[src/rtl/sysclk_pkg.sv]
package sysclk_pkg;
  localparam int unsigned DW = 32;

  // byte offsets
  localparam int unsigned OFF_CTRL = 'h00;
  localparam int unsigned OFF_OSC  = 'h0C;
  localparam int unsigned OFF_PLL  = 'h10;
  localparam int unsigned OFF_FREQ = 'h14;

  // control word
  localparam int unsigned N_TMR     = 8;
  localparam int unsigned TSEL_LSB  = 15;
  localparam int unsigned TSEL_STEP = 2;
  localparam int unsigned DIV_LSB   = 13;
  localparam int unsigned DIV_W     = 2;

  // oscillator word
  localparam int unsigned OSC_OVR  = 0;
  localparam int unsigned OSC_EN   = 1;
  localparam int unsigned OSC_STAT = 2;
  localparam int unsigned OSC_AOFF = 19;
  localparam int unsigned OSC_TMR  = 20;

  // PLL word
  localparam int unsigned PLA_OVR  = 0;
  localparam int unsigned PLA_EN   = 1;
  localparam int unsigned PLA_STAT = 2;
  localparam int unsigned PLB_EN   = 28;
  localparam int unsigned PL_TMR   = 29;

  // frequency word
  localparam int unsigned MUL_W     = 6;
  localparam int unsigned SHIFT_W   = 3;
  localparam int unsigned AMUL_LSB  = 8;
  localparam int unsigned ASHIFT_LSB = 0;
  localparam int unsigned BMUL_LSB  = 24;

  // writable masks
  localparam logic [DW-1:0] CTRL_MASK = 32'h2AAA_E000;
  localparam logic [DW-1:0] OSC_MASK  = 32'h0018_0003;
  localparam logic [DW-1:0] PLL_MASK  = 32'h3000_0003;
  localparam logic [DW-1:0] FREQ_MASK = 32'h3F00_3F07;

  // reset values: overrides clear, enables set, divider passthrough
  localparam logic [DW-1:0] CTRL_RST = 32'h0000_0000;
  localparam logic [DW-1:0] OSC_RST  = 32'h0010_0002;
  localparam logic [DW-1:0] PLL_RST  = 32'h3000_0002;
  localparam logic [DW-1:0] FREQ_RST = 32'h0000_0000;
endpackage

[src/rtl/sysclk_sync.sv]
module sysclk_sync #(
  parameter int unsigned STAGES = 2
) (
  input  logic clk_i,
  input  logic rst_ni,
  input  logic d_i,
  output logic q_o
);
  logic [STAGES-1:0] sr_q;

  generate
    if (STAGES == 1) begin : g_one
      always_ff @(posedge clk_i or negedge rst_ni) begin
        if (!rst_ni) sr_q <= '0;
        else         sr_q <= d_i;
      end
    end else begin : g_chain
      always_ff @(posedge clk_i or negedge rst_ni) begin
        if (!rst_ni) sr_q <= '0;
        else         sr_q <= {sr_q[STAGES-2:0], d_i};
      end
    end
  endgenerate

  assign q_o = sr_q[STAGES-1];
endmodule

[src/rtl/sysclk_busdiv.sv]
module sysclk_busdiv #(
  parameter int unsigned DIV_W = 2
) (
  input  logic             clk_i,
  input  logic             rst_ni,
  input  logic [DIV_W-1:0] div_sel_i,
  output logic             ce_o,
  output logic [DIV_W-1:0] act_o,
  output logic [DIV_W-1:0] cnt_o
);
  logic [DIV_W-1:0] act_q, cnt_q;

  // new ratio loaded only on the last cycle of a period
  always_ff @(posedge clk_i or negedge rst_ni) begin
    if (!rst_ni) begin
      act_q <= '0;
      cnt_q <= '0;
    end else if (cnt_q == act_q) begin
      cnt_q <= '0;
      act_q <= div_sel_i;
    end else begin
      cnt_q <= cnt_q + 1'b1;
    end
  end

  assign ce_o  = (cnt_q == '0);
  assign act_o = act_q;
  assign cnt_o = cnt_q;
endmodule

[src/rtl/sysclk_regs.sv]
module sysclk_regs
  import sysclk_pkg::*;
#(
  parameter int unsigned ADDR_W = 8
) (
  input  logic              clk_i,
  input  logic              rst_ni,
  input  logic              wr_i,
  input  logic [ADDR_W-1:0] addr_i,
  input  logic [DW-1:0]     wdata_i,
  input  logic              osc_stat_i,
  input  logic              pla_stat_i,
  output logic [DW-1:0]     ctrl_o,
  output logic [DW-1:0]     osc_o,
  output logic [DW-1:0]     pll_o,
  output logic [DW-1:0]     freq_o,
  output logic [DW-1:0]     rdata_o
);
  logic [DW-1:0] ctrl_q, osc_q, pll_q, freq_q;
  logic sel_ctrl, sel_osc, sel_pll, sel_freq;

  assign sel_ctrl = (addr_i == ADDR_W'(OFF_CTRL));
  assign sel_osc  = (addr_i == ADDR_W'(OFF_OSC));
  assign sel_pll  = (addr_i == ADDR_W'(OFF_PLL));
  assign sel_freq = (addr_i == ADDR_W'(OFF_FREQ));

  always_ff @(posedge clk_i or negedge rst_ni) begin
    if (!rst_ni) begin
      ctrl_q <= CTRL_RST;
      osc_q  <= OSC_RST;
      pll_q  <= PLL_RST;
      freq_q <= FREQ_RST;
    end else if (wr_i) begin
      if (sel_ctrl) ctrl_q <= wdata_i & CTRL_MASK;
      if (sel_osc)  osc_q  <= wdata_i & OSC_MASK;
      if (sel_pll)  pll_q  <= wdata_i & PLL_MASK;
      if (sel_freq) freq_q <= wdata_i & FREQ_MASK;
    end
  end

  always_comb begin
    rdata_o = '0;
    if (sel_ctrl) rdata_o = ctrl_q;
    if (sel_osc)  rdata_o = osc_q | (DW'(osc_stat_i) << OSC_STAT);
    if (sel_pll)  rdata_o = pll_q | (DW'(pla_stat_i) << PLA_STAT);
    if (sel_freq) rdata_o = freq_q;
  end

  assign ctrl_o = ctrl_q;
  assign osc_o  = osc_q;
  assign pll_o  = pll_q;
  assign freq_o = freq_q;
endmodule

[src/rtl/sysclk_ctrl.sv]
module sysclk_ctrl
  import sysclk_pkg::*;
#(
  parameter int unsigned ADDR_W      = 8,
  parameter int unsigned SYNC_STAGES = 2
) (
  input  logic               clk_i,
  input  logic               rst_ni,
  input  logic               wr_i,
  input  logic [ADDR_W-1:0]  addr_i,
  input  logic [DW-1:0]      wdata_i,
  output logic [DW-1:0]      rdata_o,
  input  logic               main_osc_ok_i,
  input  logic               pll_a_lock_i,
  output logic               bus_clk_en_o,
  output logic [N_TMR-1:0]   tmr_sel_o,
  output logic               main_osc_en_o,
  output logic               aux_osc_off_o,
  output logic               osc_tmr_en_o,
  output logic               pll_a_en_o,
  output logic               pll_b_en_o,
  output logic               pll_tmr_en_o,
  output logic [MUL_W-1:0]   pll_a_mul_o,
  output logic [SHIFT_W-1:0] pll_a_shift_o,
  output logic [MUL_W-1:0]   pll_b_mul_o
);
  logic [DW-1:0]    ctrl_w, osc_w, pll_w, freq_w;
  logic             osc_stat, pla_stat;
  logic             osc_ovr, pla_ovr;
  logic [DIV_W-1:0] div_act, div_cnt;

  sysclk_sync #(.STAGES(SYNC_STAGES)) u_sync_osc (
    .clk_i (clk_i), .rst_ni(rst_ni), .d_i(main_osc_ok_i), .q_o(osc_stat)
  );

  sysclk_sync #(.STAGES(SYNC_STAGES)) u_sync_pla (
    .clk_i (clk_i), .rst_ni(rst_ni), .d_i(pll_a_lock_i), .q_o(pla_stat)
  );

  sysclk_regs #(.ADDR_W(ADDR_W)) u_regs (
    .clk_i     (clk_i),
    .rst_ni    (rst_ni),
    .wr_i      (wr_i),
    .addr_i    (addr_i),
    .wdata_i   (wdata_i),
    .osc_stat_i(osc_stat),
    .pla_stat_i(pla_stat),
    .ctrl_o    (ctrl_w),
    .osc_o     (osc_w),
    .pll_o     (pll_w),
    .freq_o    (freq_w),
    .rdata_o   (rdata_o)
  );

  sysclk_busdiv #(.DIV_W(DIV_W)) u_div (
    .clk_i    (clk_i),
    .rst_ni   (rst_ni),
    .div_sel_i(ctrl_w[DIV_LSB +: DIV_W]),
    .ce_o     (bus_clk_en_o),
    .act_o    (div_act),
    .cnt_o    (div_cnt)
  );

  generate
    for (genvar t = 0; t < N_TMR; t++) begin : g_tsel
      assign tmr_sel_o[t] = ctrl_w[TSEL_LSB + TSEL_STEP*t];
    end
  endgenerate

  assign osc_ovr = osc_w[OSC_OVR];
  assign pla_ovr = pll_w[PLA_OVR];

  // main oscillator: enable honoured with override clear
  assign main_osc_en_o = osc_w[OSC_EN] & ~osc_ovr;
  assign aux_osc_off_o = osc_w[OSC_AOFF];
  assign osc_tmr_en_o  = osc_w[OSC_TMR];

  // primary PLL: enable honoured with override set, else hardware keeps it on
  assign pll_a_en_o   = pla_ovr ? pll_w[PLA_EN] : 1'b1;
  assign pll_b_en_o   = pll_w[PLB_EN];
  assign pll_tmr_en_o = pll_w[PL_TMR];

  assign pll_a_mul_o   = freq_w[AMUL_LSB +: MUL_W];
  assign pll_a_shift_o = freq_w[ASHIFT_LSB +: SHIFT_W];
  assign pll_b_mul_o   = freq_w[BMUL_LSB +: MUL_W];
endmodule

[config.mk]
export PLATFORM = sky130hd
export DESIGN_NAME = sysclk_ctrl
export DESIGN_NICKNAME = d
export VERILOG_FILES = /design/src/rtl/sysclk_pkg.sv /design/src/rtl/sysclk_sync.sv /design/src/rtl/sysclk_busdiv.sv /design/src/rtl/sysclk_regs.sv /design/src/rtl/sysclk_ctrl.sv
export SDC_FILE = /design/constraint.sdc
export NUM_CORES = 1
export LEC_CHECK = 0
export BUFFER_PORTS_ARGS = -buffer_cell sky130_fd_sc_hd__clkbuf_2
export CAP_MARGIN = 5
export CORE_MARGIN = 2
export CORE_UTILIZATION = 45
export CTS_CLUSTER_SIZE = 16
export DETAILED_ROUTE_END_ITERATION = 16
export GPL_TIMING_DRIVEN = 0
export PLACE_DENSITY = 0.82
export SYNTH_ARGS = -nofsm -noshare
export SYNTH_HDL_FRONTEND = slang
export SYNTH_SLANG_ARGS = --single-unit
[constraint.sdc]
create_clock -name clk_i -period 2.3 [get_ports clk_i]
set_input_delay 0.46 -clock clk_i [delete_from_list [all_inputs] [get_ports clk_i]]
set_output_delay 0.46 -clock clk_i [all_outputs]
set_load 0.005 [all_outputs]
; Word-level counts from Yosys, hierarchy flattened
; Index checks and enable logic that the tools add are counted.
[word_totals]
elab_cells = 29
input_bits = 45
reg_bits = 41
out_inout_bits = 62
[op_classes]
muxes = 6
addsub = 1
bitwise = 4
n_reduce_logical = 6
eq_ne = 4
[op_table]
columns = op, count
row1 = $mux 32, 3
row2 = $mux 30, 1
row3 = $or 30x3->30, 1
row4 = $or 21x3->21, 1
row5 = $eq 8x5->1 const B, 2
row6 = $eq 8x4->1 const B, 1
row7 = $logic_not 8->1, 1
row8 = $reduce_and 2->1, 4
row9 = $add 2x1->2 const B, 1
row10 = $eq 2x2->1, 1
row11 = $logic_not 2->1, 1
row12 = $mux 2, 1
row13 = $and 1x1->1, 1
row14 = $mux 1, 1
row15 = $not 1->1, 1

; Logic depth before layout (Yosys ltp)
; Gate-level depths: netlist of the first run.
[logic_depth]
word_depth = 5
mapped_depth = 4
mapped_depth_nobuf = 3

; By module
; A second synthesis of the first run with hierarchy kept.
[unflattened]
hier_cells = 248
area_unflattened_um2 = 2748.9
[modules_own_cells]
columns = module, cells_per_inst, instances, area_each_um2, seq_area_each_um2
row1 = sysclk_regs, 222, 1, 2429.8, 832.0
row2 = sysclk_busdiv, 20, 1, 198.9, 100.1
row3 = sysclk_sync, 2, 2, 50.0, 50.0
row4 = sysclk_ctrl, 2, 1, 20.0, 0.0

; Worst setup path after synthesis of the first run
; Ideal clock, no wire load.
[synth_path]
kind = input-to-output
from = in addr_i[4]
to = out rdata_o[13]
cell_stages = 3
arrival_time_ps = 1573
setup_slack_ps = 267
path_buffers = 0
required_time_ps = 1840
path_cell_list = or4_2 nor3_4 a22o_1
[synth_via]
elab_chain_len = 5
elab_cells_between_ends = 8
cone_classes = eq/ne: 3 / mux: 4 / reduce/logical: 1
[synth_rtl]
columns = item, line_no
row1 = start: declaration, sysclk_ctrl.sv:10  ; input logic [ADDR_W-1:0] addr_i,
row2 = $logic_not 8->1, sysclk_regs.sv:22  ; assign sel_ctrl = (addr_i == ADDR_W'(OFF_CTRL));
row3 = $mux 30, sysclk_regs.sv:43  ; if (sel_ctrl) rdata_o = ctrl_q;
row4 = $mux 32, sysclk_regs.sv:44  ; if (sel_osc) rdata_o = osc_q | (DW'(osc_stat_i) << OSC_STAT);
row5 = $mux 32, sysclk_regs.sv:45  ; if (sel_pll) rdata_o = pll_q | (DW'(pla_stat_i) << PLA_STAT);
row6 = $mux 32 (*), sysclk_regs.sv:46  ; if (sel_freq) rdata_o = freq_q;
row7 = end: declaration, sysclk_ctrl.sv:12  ; output logic [DW-1:0] rdata_o,
; Every way passes the cells marked *; elsewhere a longest branch is shown, timed or not.

; Final worst setup path of the first run
[layout_path]
from = in addr_i[4]
to = out rdata_o[29]
; The elaborated chain is that of the path after synthesis.

==> results by stage, run 1 <==
Clock network:
- The clock net in this run drives a total of 41 sinks.
- The source-to-sink clock delay at the later pin of the worst-skew pair is 290 ps.
- The maximum buffer depth of the clock tree is 2.
- The CTS tree is built.
- The H-tree depth is 2.
- The cell sitting at the root of the clock tree is a clkbuf_8.
- Hold repair after CTS inserted 0 buffers.
- The TritonCTS buffer count is 5.
- The clock-pin slew of the registers on the worst-case setup and hold paths is 70 ps.

Yosys:
- The fraction of the yosys area taken by sequential cells is 49.4%.
- The post-synthesis cell type with the largest combined area is dfrtp_1.
- The mux contribution to synthesized area is 20.6%.
- The primary flip-flop cell chosen by synthesis mapping is dfrtp_1.
- Summing the areas of all compound-gate instances in the mapped netlist gives 6.23% of the synthesized area.
- During synthesis, Yosys emitted a total of 0 warnings.
- Ranked by total cell area, the synthesized netlist is headed by dfrtp_1, mux2_2, mux2_4.
- The area share of the largest cell type after synthesis is 43.1%.
- In the synthesized netlist the async set-or-reset flop fraction comes to 100%.
- After synthesis, the largest family of logic cells by area is multiplexers.
- The share of the synthesized netlist area taken by xor and xnor gates is 1.26%.
- Counting flops with a built-in enable in the synthesized netlist gives 0.
- The most common cell in the synthesized netlist is dfrtp_1.
- The synthesized netlist occupies a cell area of 2090 um2.
- The synthesized netlist contains 40 unique library cells.
- The synthesized netlist devotes 0.599% of its cell area to adder and majority cells.
- Dividing the synthesized area by the synthesized cell count gives 13.1 um2.
- After synthesis, the most frequently instantiated cells are dfrtp_1, mux2_2, buf_4.
- The fraction of the mapped netlist area in simple logic gates is 13.7%.
- The synthesized flop and latch total is 41.
- The count of mapped cells out of synthesis is 159.

Floorplanning:
- The core box area is 4410 um2.
- The initial core utilization is 47.3%.
- For this design the top-level I/O count stands at 107.
- The die extent in x is 72.1 um.
- The vertical die dimension is 72.1 um.
- The die covers 5200 um2.
- In this run the core area contains 24 standard-cell rows.

Drt:
- The total length of routed wires is 4.85 mm.
- The post-detailed-route wirelength per cell is 15.2 um.
- The post-detailed-route DRC marker count is 0.
- The count of vias placed by the detailed router is 1599.
- The detail-routed via count per cell is 5.03.
- The number of DRC markers after the initial detailed-route iteration is 120.
- The count of nets left with antenna violations once routing finished came out at 0.
- The total iterations of the first detailed-routing run is 4.

Placed design:
- The congestion estimate from routability-driven global placement came to 0.806.
- The placed instances occupy a cell area of 2620 um2.
- At the placement stage, the worst setup path has a slack of -195 ps.
- The number of buffers added on ports is 86.
- The post-DP HPWL is 3.40 mm.

Critical path:
- The cell with the most instances on the worst path is clkbuf_2.
- The classification of the worst setup path is in -> out.
- The timing startpoint of the critical path is addr_i[4].
- The worst setup path is captured at a primary output.
- The signal on the critical path passes through clkbuf_2, or4_4, nor3_4, buf_4, o2bb2ai_1, clkbuf_2.
- In this design, the largest share of critical-path delay is due to simple AND/OR/NAND/NOR gates.
- The data required time at the worst endpoint is 1840 ps.
- The cell type of the slowest stage on the worst timing path is or4_4.
- The data arrival time at the worst-slack endpoint is 1790 ps.
- Of all nets on the critical path, the largest fanout is 4.
- On the worst path, the slowest cell contributes a delay of 560 ps.
- For flop-to-flop paths, the worst setup slack is 1280 ps.
- The start of the worst register-to-register path is u_div.cnt_o[0].
- The count of buffer and inverter cells on the critical path is 3.
- The startpoint kind of the worst setup timing path is an input pin.

Power:
- The maximum vdd ir drop is 0.000405 V.
- The static leakage is 1.53 nW.
- For this design the ratio of total power to cell area is 591 nW/um2.
- Overall power consumption after layout is estimated at 0.00163 W.

STA:
- The final number of max-transition violations is 0.
- The setup violation total in the final timing report is 0.
- Between clock sinks in the finished design, the worst skew comes to 0.423 ps.
- The max-slew headroom at the worst pin is 31.7%.
- The actual transition at the worst max-transition pin is 1020 ps.
- Setup repair after global routing left no endpoint under its margin.
- The count of endpoints failing hold in the final timing report came to 0.
- The achievable frequency is 444 MHz.
- The worst path uses 98.0% of the clock period.
- The clock period minus worst slack is 2250 ps.
- The post-route worst setup slack is 47.0 ps.

Min path:
- The start point of the worst min-delay path is pll_a_lock_i.
- The class of the worst hold path is in -> reg.

Run status:
- The run finished with clean final reports.

Global route:
- Across every metal layer, demand over resource in global routing totals 19.0%.
- The number of global-route vias before repair is 1503.
- The initial antenna violation count is 0.
- Entering global routing, the biggest net connects 42 pins.
- Summed over all layers, the global routing overflow is 0.
- The wire length of the first global-routing pass is 7.34 mm.

Layout:
- The final layout contains 312 nets.
- The post-route cell area is 2750 um2.
- The diode insertion count for antenna repair is 0.
- Relative to the synthesized area, the layout overhead comes to 31.7%.
- The share of layout cells above drive strength 1 is 61.7%.

Flow run:
- The tool flagged a number of max-cap violations equal to 0.
==> registers in the layout (all words and copies together), names as in the netlist <==
register         cells
u_regs.ctrl_o       10
u_regs.freq_o       15
u_div.cnt_o          2
u_regs.osc_o         4
u_div.act_o          2
u_regs.pll_o         4
u_sync_pla.sr_q      2
u_sync_osc.sr_q      2
==> final timing paths <==
check | depth (start not counted) | to
setup / recovery | 6 | rdata_o[29]
hold / removal | 1 | u_sync_pla.sr_q[0]
setup reg to reg | 3 | u_div.act_o[1]
hold reg to reg | 0 | u_sync_pla.sr_q[1]
max in group asynchronous | 1 | u_regs.freq_o[24]
min in group asynchronous | 1 | u_regs.freq_o[29]
==> cells in the final DEF (no fill, tap or decap), drive strengths merged <==
| cell type | count |
|---|---|
| nor3 | 2 |
| a32o | 1 |
| conb | 10 |
| o21ai | 2 |
| nand3 | 7 |
| ha | 1 |
| nor4b | 1 |
| nand4 | 1 |
| and4bb | 1 |
| xor2 | 1 |
| o2bb2ai | 2 |
| a21oi | 2 |
| nor2 | 3 |
| clkbuf | 94 |
| or4 | 1 |
| nand2 | 2 |
| and2 | 11 |
| mux2 | 33 |
| buf | 25 |
| nand2b | 1 |
| nor2b | 2 |
| dfrtp | 36 |
| nor4 | 2 |
| a22o | 3 |
| a21boi | 1 |
| and3 | 2 |
| or3 | 1 |
| inv | 3 |
| a2bb2oi | 3 |
| mux2i | 2 |
| dfstp | 5 |
| o211ai | 3 |
| xnor2 | 2 |
==> metrics by stage <==
stage	hold WS, ps	utilization [%]	instances	TNS, ps
3_5_place_dp	354	59.3	306	-2180
5_1_grt	258	62.3	318	0
3_3_place_gp	333	59.3	306	-1690
2_1_floorplan	164	-	168	0
6_report	275	62.3	318	0
4_1_cts	262	62.0	316	0
==> report_power, final <==
part           switching [W]  internal (W)  total [W]
Sequential         0.0000603      0.000788   0.000848
Clock               0.000236      0.000238   0.000474
Combinational       0.000144      0.000161   0.000305
==> what timing repair did <==
| action | CTS | global route |
|---|---|---|
| endpoints found under the setup margin | 16 | 4 |
| setup buffers | 3 | 2 |
| gates resized for setup | 2 | 0 |
| pin swaps | 2 | 1 |
==> cell type report <==
type | instances | area [um2]
buffer | 21 | 156
multi-input combinational | 103 | 931
timing repair buffer | 91 | 468
tap | 52 | 65.1
inverter | 3 | 11.3
clock buffer | 7 | 86.3
fill | 370 | 1660
sequential | 41 | 1030
==> layer usage <==
metal | share of wire (%) | GRT usage, % | wire [um] | vias up
met4 | 1.4 | 6.71 | 66 | 0
met3 | 6.0 | 5.56 | 292 | 5
met2 | 51 | 32.1 | 2460 | 58
li1 | - | - | - | 756
met1 | 42 | 23.1 | 2030 | 780
met5 | 0 | 0 | 0 | -
==> cells by family after synthesis <==
family | after synthesis
AO/OA/AOI/OAI | 17
flip-flops | 41
AND/OR/NAND/NOR | 37
adder cells (fa/ha/maj) | 1
buffers and inverters | 24
other | 1
multiplexers | 35
XOR/XNOR | 3
No activity file was read; power rests on OpenSTA's default activity.
==> run 2, diff against run 1 <==
--- a/config.mk
+++ b/config.mk
@@ -7,7 +7,7 @@
 export LEC_CHECK = 0
 export BUFFER_PORTS_ARGS = -buffer_cell sky130_fd_sc_hd__clkbuf_2
 export CAP_MARGIN = 5
-export CORE_MARGIN = 2
+export CORE_MARGIN = 3
 export CORE_UTILIZATION = 45
 export CTS_CLUSTER_SIZE = 16
 export DETAILED_ROUTE_END_ITERATION = 16
==> run 2 against run 1 <==
Compared with the run above:
- fmax grew 0.59%
- sequential power is essentially flat
- clock skew is essentially flat
- first-iteration DRC count shrank 28%
- sequential share of layout area shrank 0.27 points
==> results by stage, run 2 (synthesis gave the netlist of run 1 again) <==
STA:
- The worst hold-check slack is 275 ps.
- The final number of max-transition violations is 0.
- The worst clock skew is 0.854 ps.
- The clock period minus worst slack is 2240 ps.
- The count of endpoints failing hold in the final timing report is 0.
- The setup violation total in the final timing report is 0.
- Static timing analysis puts the maximum clock frequency at 446 MHz.
- At the pin with the least slew margin, the transition time is 1000 ps.
- Setup repair after global routing left no endpoint under its margin.
- Dividing the final minimum period by the clock period gives 97.4%.
- The max-slew headroom at the worst pin is 33.2%.
- The post-route worst setup slack is 60.1 ps.

Critical path:
- In this run the worst path has a maximum fanout of 9.
- The signal on the critical path passes through clkbuf_2, or4_4, nor3_4, buf_12, o2bb2ai_1, clkbuf_2.
- STA classifies the critical path endpoint as a primary output.
- Data on the critical path is required at its endpoint by 1840 ps.
- Among all stages on the critical path, the largest delay is contributed by or4_4.
- The count of buffer and inverter cells on the critical path is 3.
- The worst setup path is launched from an input pin.
- The dominant delay contributor by cell family on the critical path is simple AND/OR/NAND/NOR gates.
- The setup path with the least slack is of type in -> out.
- The delay of the slowest cell on the worst path is 550 ps.
- The cell that appears most often on the critical path is clkbuf_2.
- For the worst setup path, the data arrival time is 1780 ps.

Floorplanning:
- In this run the horizontal extent of the chip is 74.1 um.
- The vertical die dimension is 74.1 um.
- The floorplan step defined a core boundary enclosing 4410 um2.
- The initial core utilization is 47.3%.
- The number of placement rows is 24.
- The die area is 5490 um2.
- In this run the count of I/O pins placed on the die edge is 107.

Clock network:
- Counting the buffers created by CTS gives 5.
- The number of buffers added to fix hold violations after cts is 0.
- The tree is rooted in a clkbuf_8.
- The count of clock tree sinks is 41.
- The clock-pin slew of the registers on the worst-case setup and hold paths is 70 ps.
- Clock latency on the worst-skew pair, taken at its later pin, is 290 ps.
- The H-tree depth is 2.
- The CTS tree is built.
- The maximum buffer depth of the clock tree is 2.

Placed design:
- The final weighted congestion in routability-driven placement is 0.807.
- The count of buffers added on input and output ports is 86.
- Detailed placement finished with a half-perimeter wire length of 3.50 mm.
- The post-placement worst setup slack is -170 ps.

Drt:
- The number of DRC markers after the initial detailed-route iteration is 87.
- For this block, wires on met1 add up to 1.93 mm.
- The total length of routed wires is 4.68 mm.
- The count of vias placed by the detailed router is 1578.
- After detailed routing, the number of remaining DRC violations is 0.
- The amount of wire on met2 after detailed routing is 2.35 mm.
- Summed over all nets, wire length on met3 after detailed routing comes to 343 um.
- The number of antenna-violating nets in the routed design is 0.
- The total iterations of the first detailed-routing run is 4.
- In the routed layout, each cell is associated on average with a via count of 4.99.
- Dividing the detail-routed wire length by the instance count gives 14.8 um.
- The highest layer touched by signal routing is met4.

Global route:
- The number of global-route vias before repair is 1507.
- The maximum number of pins on one net before global-route repair is 42.
- The wire length of the first global-routing pass is 7.45 mm.
- The initial antenna violation count was 0.
- Summed over all layers, the global routing overflow is 0.
- The total track usage is 18.0%.

Layout:
- The area growth from synthesis to final layout is 32.7%.
- At the end of the flow the core is filled with cells to 62.8%.
- The count of nets after finishing is 309.
- The register with the most flip-flops in the layout has 15 of them.
- 0 antenna diodes ended up in the layout.
- The share of layout cells above drive strength 1 is 61.4%.
- Leaving out fill and tap cells, the most frequent cell in the layout is clkbuf_2.
- Leaving out fill and tap cells, the most frequent cells in the layout are clkbuf_2, dfrtp_1, mux2_2.

Power:
- The power density normalized to cell area is 627 nW/um2.
- The analysis attributes to cell leakage a power of 1.53 nW.
- The worst-case IR drop observed on VDD is 0.000415 V.

Min path:
- The class of the worst hold path is in -> reg.

Run status:
- The flow ran to the end, and the final reports show no timing, DRC or antenna violations.

Flow run:
- Max-cap violations in this run came to 0.
run 2: power breakdown:
| group | total [W] | internal, W | switching, W |
|---|---|---|---|
| sequential | 0.000847 | 0.000787 | 0.0000597 |
| combinational | 0.000293 | 0.000158 | 0.000134 |
| clock | 0.000598 | 0.000354 | 0.000245 |
| total | 0.00174 | 0.00130 | 0.000439 |
run 2: per-layer routing:
layer  GRT usage, %  up-vias
met3           4.86        4
met1           23.0      757
met2           29.2       69
met4           6.84        0
li1               -      748
met5              0        -
run 2: worst paths after layout:
| kind | start | endpoint | slack (ps) | depth (start not counted) |
|---|---|---|---|---|
| worst min register to register | u_sync_osc.sr_q[0] | u_sync_osc.sr_q[1] | 350 | 0 |
| worst max-delay path | addr_i[5] | rdata_o[29] | 60 | 6 |
| worst max register to register | u_div.cnt_o[1] | u_div.cnt_o[1] | 1310 | 3 |
| min in group asynchronous | rst_ni | u_regs.freq_o[2] | 320 | 1 |
| worst min-delay path | pll_a_lock_i | u_sync_pla.sr_q[0] | 280 | 1 |
| max in group asynchronous | rst_ni | u_regs.freq_o[1] | 1360 | 1 |
run 2: per-stage QoR:
| stage | instances | instance area, um2 | total power, W | TNS (ps) |
|---|---|---|---|---|
| final | 316 | 2770 | 0.00174 | 0 |
| after detailed placement | 306 | 2620 | 0.00115 | -1830 |
| after floorplan | 168 | 2120 | 0.00103 | 0 |
| after global placement | 306 | 2620 | 0.00114 | -1480 |
| after CTS | 316 | 2770 | 0.00175 | 0 |
| after global routing | 316 | 2770 | 0.00183 | 0 |
run 2: worst reg2reg max path: cells and delay by family, from the launching register on:
kind / cells / cell delay (ps)
fa+ha+maj: 1 / 260
buf+inv: 1 / 80
flops: 1 / 420
compound gates: 1 / 120
run 2: cell type report:
class	count	area, um2
Inverter	3	11.3
Tap cell	52	65.1
Clock inverter	1	30.0
Clock buffer	7	86.3
Timing Repair Buffer	88	458
Buffer	21	156
Sequential cell	41	1030
Multi-Input combinational cell	103	931
Fill cell	362	1640
run 2: repair_timing:
| item | in CTS | in global routing |
|---|---|---|
| setup endpoints to repair | 16 | 0 |
| gates resized for setup | 2 | 0 |
| endpoints found under the hold margin | 0 | 0 |
| buffers inserted | 2 | 0 |
==> run 3, diff against run 2 <==
--- a/config.mk
+++ b/config.mk
@@ -13,6 +13,8 @@
 export DETAILED_ROUTE_END_ITERATION = 16
 export GPL_TIMING_DRIVEN = 0
 export PLACE_DENSITY = 0.82
+export RECOVER_POWER = 50
+export REMOVE_ABC_BUFFERS = 1
 export SYNTH_ARGS = -nofsm -noshare
 export SYNTH_HDL_FRONTEND = slang
 export SYNTH_SLANG_ARGS = --single-unit
==> run 3 against run 2 <==
Compared with the run above:
- combinational power shrank 7.8%
- first-iteration DRC count shrank 21%
- worst setup slack better by 25 ps
- hold slack better by 2.5 ps
- critical path depth did not move
- non-clock buffer count down 20
- clock-buffer cell count is the same
- sequential share of layout area grew 2.4 points
- clock power shrank 1%
- via count down 5.4%
- utilization shrank 3.9 points
- sequential power hardly changed
- largest power group unchanged
==> results by stage, run 3 (synthesis gave the netlist of run 1 again) <==
Clock network:
- The number of buffers added to fix hold violations after cts is 0.
- The H-tree was split into 2 levels.
- The TritonCTS buffer count is 5.
- The CTS tree is built.
- The clock root buffer master is clkbuf_8.
- The clock-pin slew of the registers on the worst-case setup and hold paths is 70 ps.
- The clock net in this run drives a total of 41 sinks.
- Counting along the longest clock path gives a buffer depth of 2.
- The later pin in the worst-skew pair is clocked with a latency of 280 ps.

Power:
- In this run, flip-flops and latches consume 49.5% of the power.
- The static leakage is 1.40 nW.
- In this run the power density over the cells is 655 nW/um2.
- The fraction of power consumed by the clock network is 34.6%.
- The internal portion of the total power is 0.00128 W.
- The net switching power figure is 0.000425 W.
- In this run, the combinational gates consume 15.8% of the power.
- The maximum vdd ir drop is 0.000357 V.
- Net switching is 25.0% of the power.

Global route:
- The number of global-route vias before repair is 1407.
- The remaining global-route overflow is 0.
- The maximum number of pins on one net before global-route repair is 42.
- The total track usage is 16.7%.
- The initial antenna violation count was 0.
- The first global-routing pass estimated 6.91 mm of wire.

STA:
- Of the available clock period, the critical path in the final layout requires 96.3%.
- The clock period minus worst slack is 2210 ps.
- After layout, the worst setup slack is 85.5 ps.
- The max-slew headroom at the worst pin is 33.4%.
- The setup violation total in the final timing report is 0.
- Clock skew on the completed layout was measured at 1.84 ps.
- The count of endpoints failing hold in the final timing report is 0.
- Static timing analysis puts the maximum clock frequency at 452 MHz.
- Across all hold checks on the routed design, the worst slack comes to 278 ps.
- The final number of max-transition violations is 0.
- For the pin with the worst max-slew slack, the measured transition is 1000 ps.
- Setup repair after global routing left no endpoint under its margin.

Drt:
- The number of antenna-violating nets in the routed design is 0.
- The number of DRC markers after the initial detailed-route iteration is 69.
- The count of vias placed by the detailed router is 1492.
- The detail-routed via count per cell is 5.04.
- The post-detailed-route DRC marker count is 0.
- For this block, the routed nets add up to 4.41 mm of wire.
- The post-detailed-route wirelength per cell is 14.9 um.
- The first detailed-routing pass took 4 iterations.

Layout:
- For this run, the share of the core covered by cells in the final layout is 58.9%.
- The diode insertion count for antenna repair is 0.
- The top cell types in the final layout, fill and taps aside, are clkbuf_2, dfrtp_1, mux2_2.
- The post-route cell area is 2600 um2.
- The share of layout cells above drive strength 1 is 55.3%.
- The count of nets after finishing is 289.
- The number of flip-flops under the largest register name is 15.
- Leaving out fill and tap cells, the most frequent cell in the layout is clkbuf_2.
- The area growth from synthesis to final layout is 24.5%.

Placed design:
- In this run the tool buffered the top-level ports with 86 buffer cells.
- After detailed placement, the total cell area comes to 2460 um2.
- The post-placement worst setup slack is -199 ps.
- The final weighted congestion in routability-driven placement is 0.779.
- Detailed placement finished with a half-perimeter wire length of 3.25 mm.

Critical path:
- The flop-to-flop setup slack is 1300 ps.
- The capturing element type of the critical path is a primary output.
- The maximum fanout count along the critical path is 7.
- At the worst endpoint, the arrival time is 1750 ps.
- The classification of the worst setup path is in -> out.
- The data required time at the worst endpoint is 1840 ps.
- The startpoint kind of the worst setup timing path is an input pin.

Floorplanning:
- The floorplan step set the die height to 74.1 um.
- The die area is 5490 um2.
- During I/O placement, the number of pins put on the boundary was 107.
- The die extent in x is 74.1 um.
- After floorplanning, the core was sized to cover 4410 um2.
- The initial core utilization is 47.3%.
- After floorplanning, the core was divided into 24 placement rows.

Flow run:
- The tool flagged a number of max-cap violations equal to 0.

Min path:
- The class of the worst hold path is in -> reg.

Run status:
- The flow ran to the end, and the final reports show no timing, DRC or antenna violations.
run 3: cell types whose count changed in the layout (fill, tap and decap cells not counted), sizes merged:
cell,delta
buf,-18
clkbuf,-2
run 3: path summary, 6_finish.rpt:
check                                   start                  to  depth (start not counted)
setup / recovery                    addr_i[5]         rdata_o[21]                          6
hold / removal                   pll_a_lock_i  u_sync_pla.sr_q[0]                          1
setup reg to reg               u_div.cnt_o[1]      u_div.cnt_o[1]                          3
hold reg to reg            u_sync_pla.sr_q[0]  u_sync_pla.sr_q[1]                          0
max in group asynchronous              rst_ni   u_regs.ctrl_o[15]                          1
min in group asynchronous              rst_ni     u_regs.osc_o[0]                          1
run 3: power by group through the flow:
stage | clock network, W | logic (W) | registers, W
6_report | 0.000590 | 0.000270 | 0.000844
5_1_grt | 0.000631 | 0.000314 | 0.000856
4_1_cts | 0.000611 | 0.000275 | 0.000844
3_5_place_dp | 0 | 0.000273 | 0.000858
3_3_place_gp | 0 | 0.000265 | 0.000854
2_1_floorplan | 0 | 0.000157 | 0.000850
run 3: worst max-delay path, stage by stage:
cell and delay (ps):
clkbuf_2 130, or4_4 550, nor3_4 180, buf_4 180
and2_1 130, clkbuf_2 110
run 3: what timing repair did:
item	CTS	global route
endpoints found under the setup margin	16	10
buffers inserted	3	0
gates resized for setup	1	1
pin swaps	2	0
run 3: per-stage QoR:
step / total power (W) / TNS (ps) / instances
after floorplan: 0.00101 / 0 / 147
after global placement: 0.00112 / -1300 / 285
after detailed placement: 0.00113 / -1660 / 285
after CTS: 0.00173 / 0 / 296
after global routing: 0.00180 / 0 / 296
final: 0.00170 / 0 / 296
run 3: metal layers:
| metal | up-vias | global-route usage, % | wire length [um] |
|---|---|---|---|
| met5 | - | 0 | 0 |
| met4 | 0 | 4.83 | 30 |
| met3 | 5 | 6.22 | 459 |
| met2 | 74 | 26.7 | 2130 |
| met1 | 701 | 21.3 | 1790 |
| li1 | 712 | - | - |
run 3: final cells by class:
type	instances	area, um2
multi-input combinational	103	931
clock buffer	7	86.3
clock inverter	1	30.0
sequential	41	1030
timing repair buffer	89	444
fill	366	1810
tap	52	65.1
inverter	3	11.3
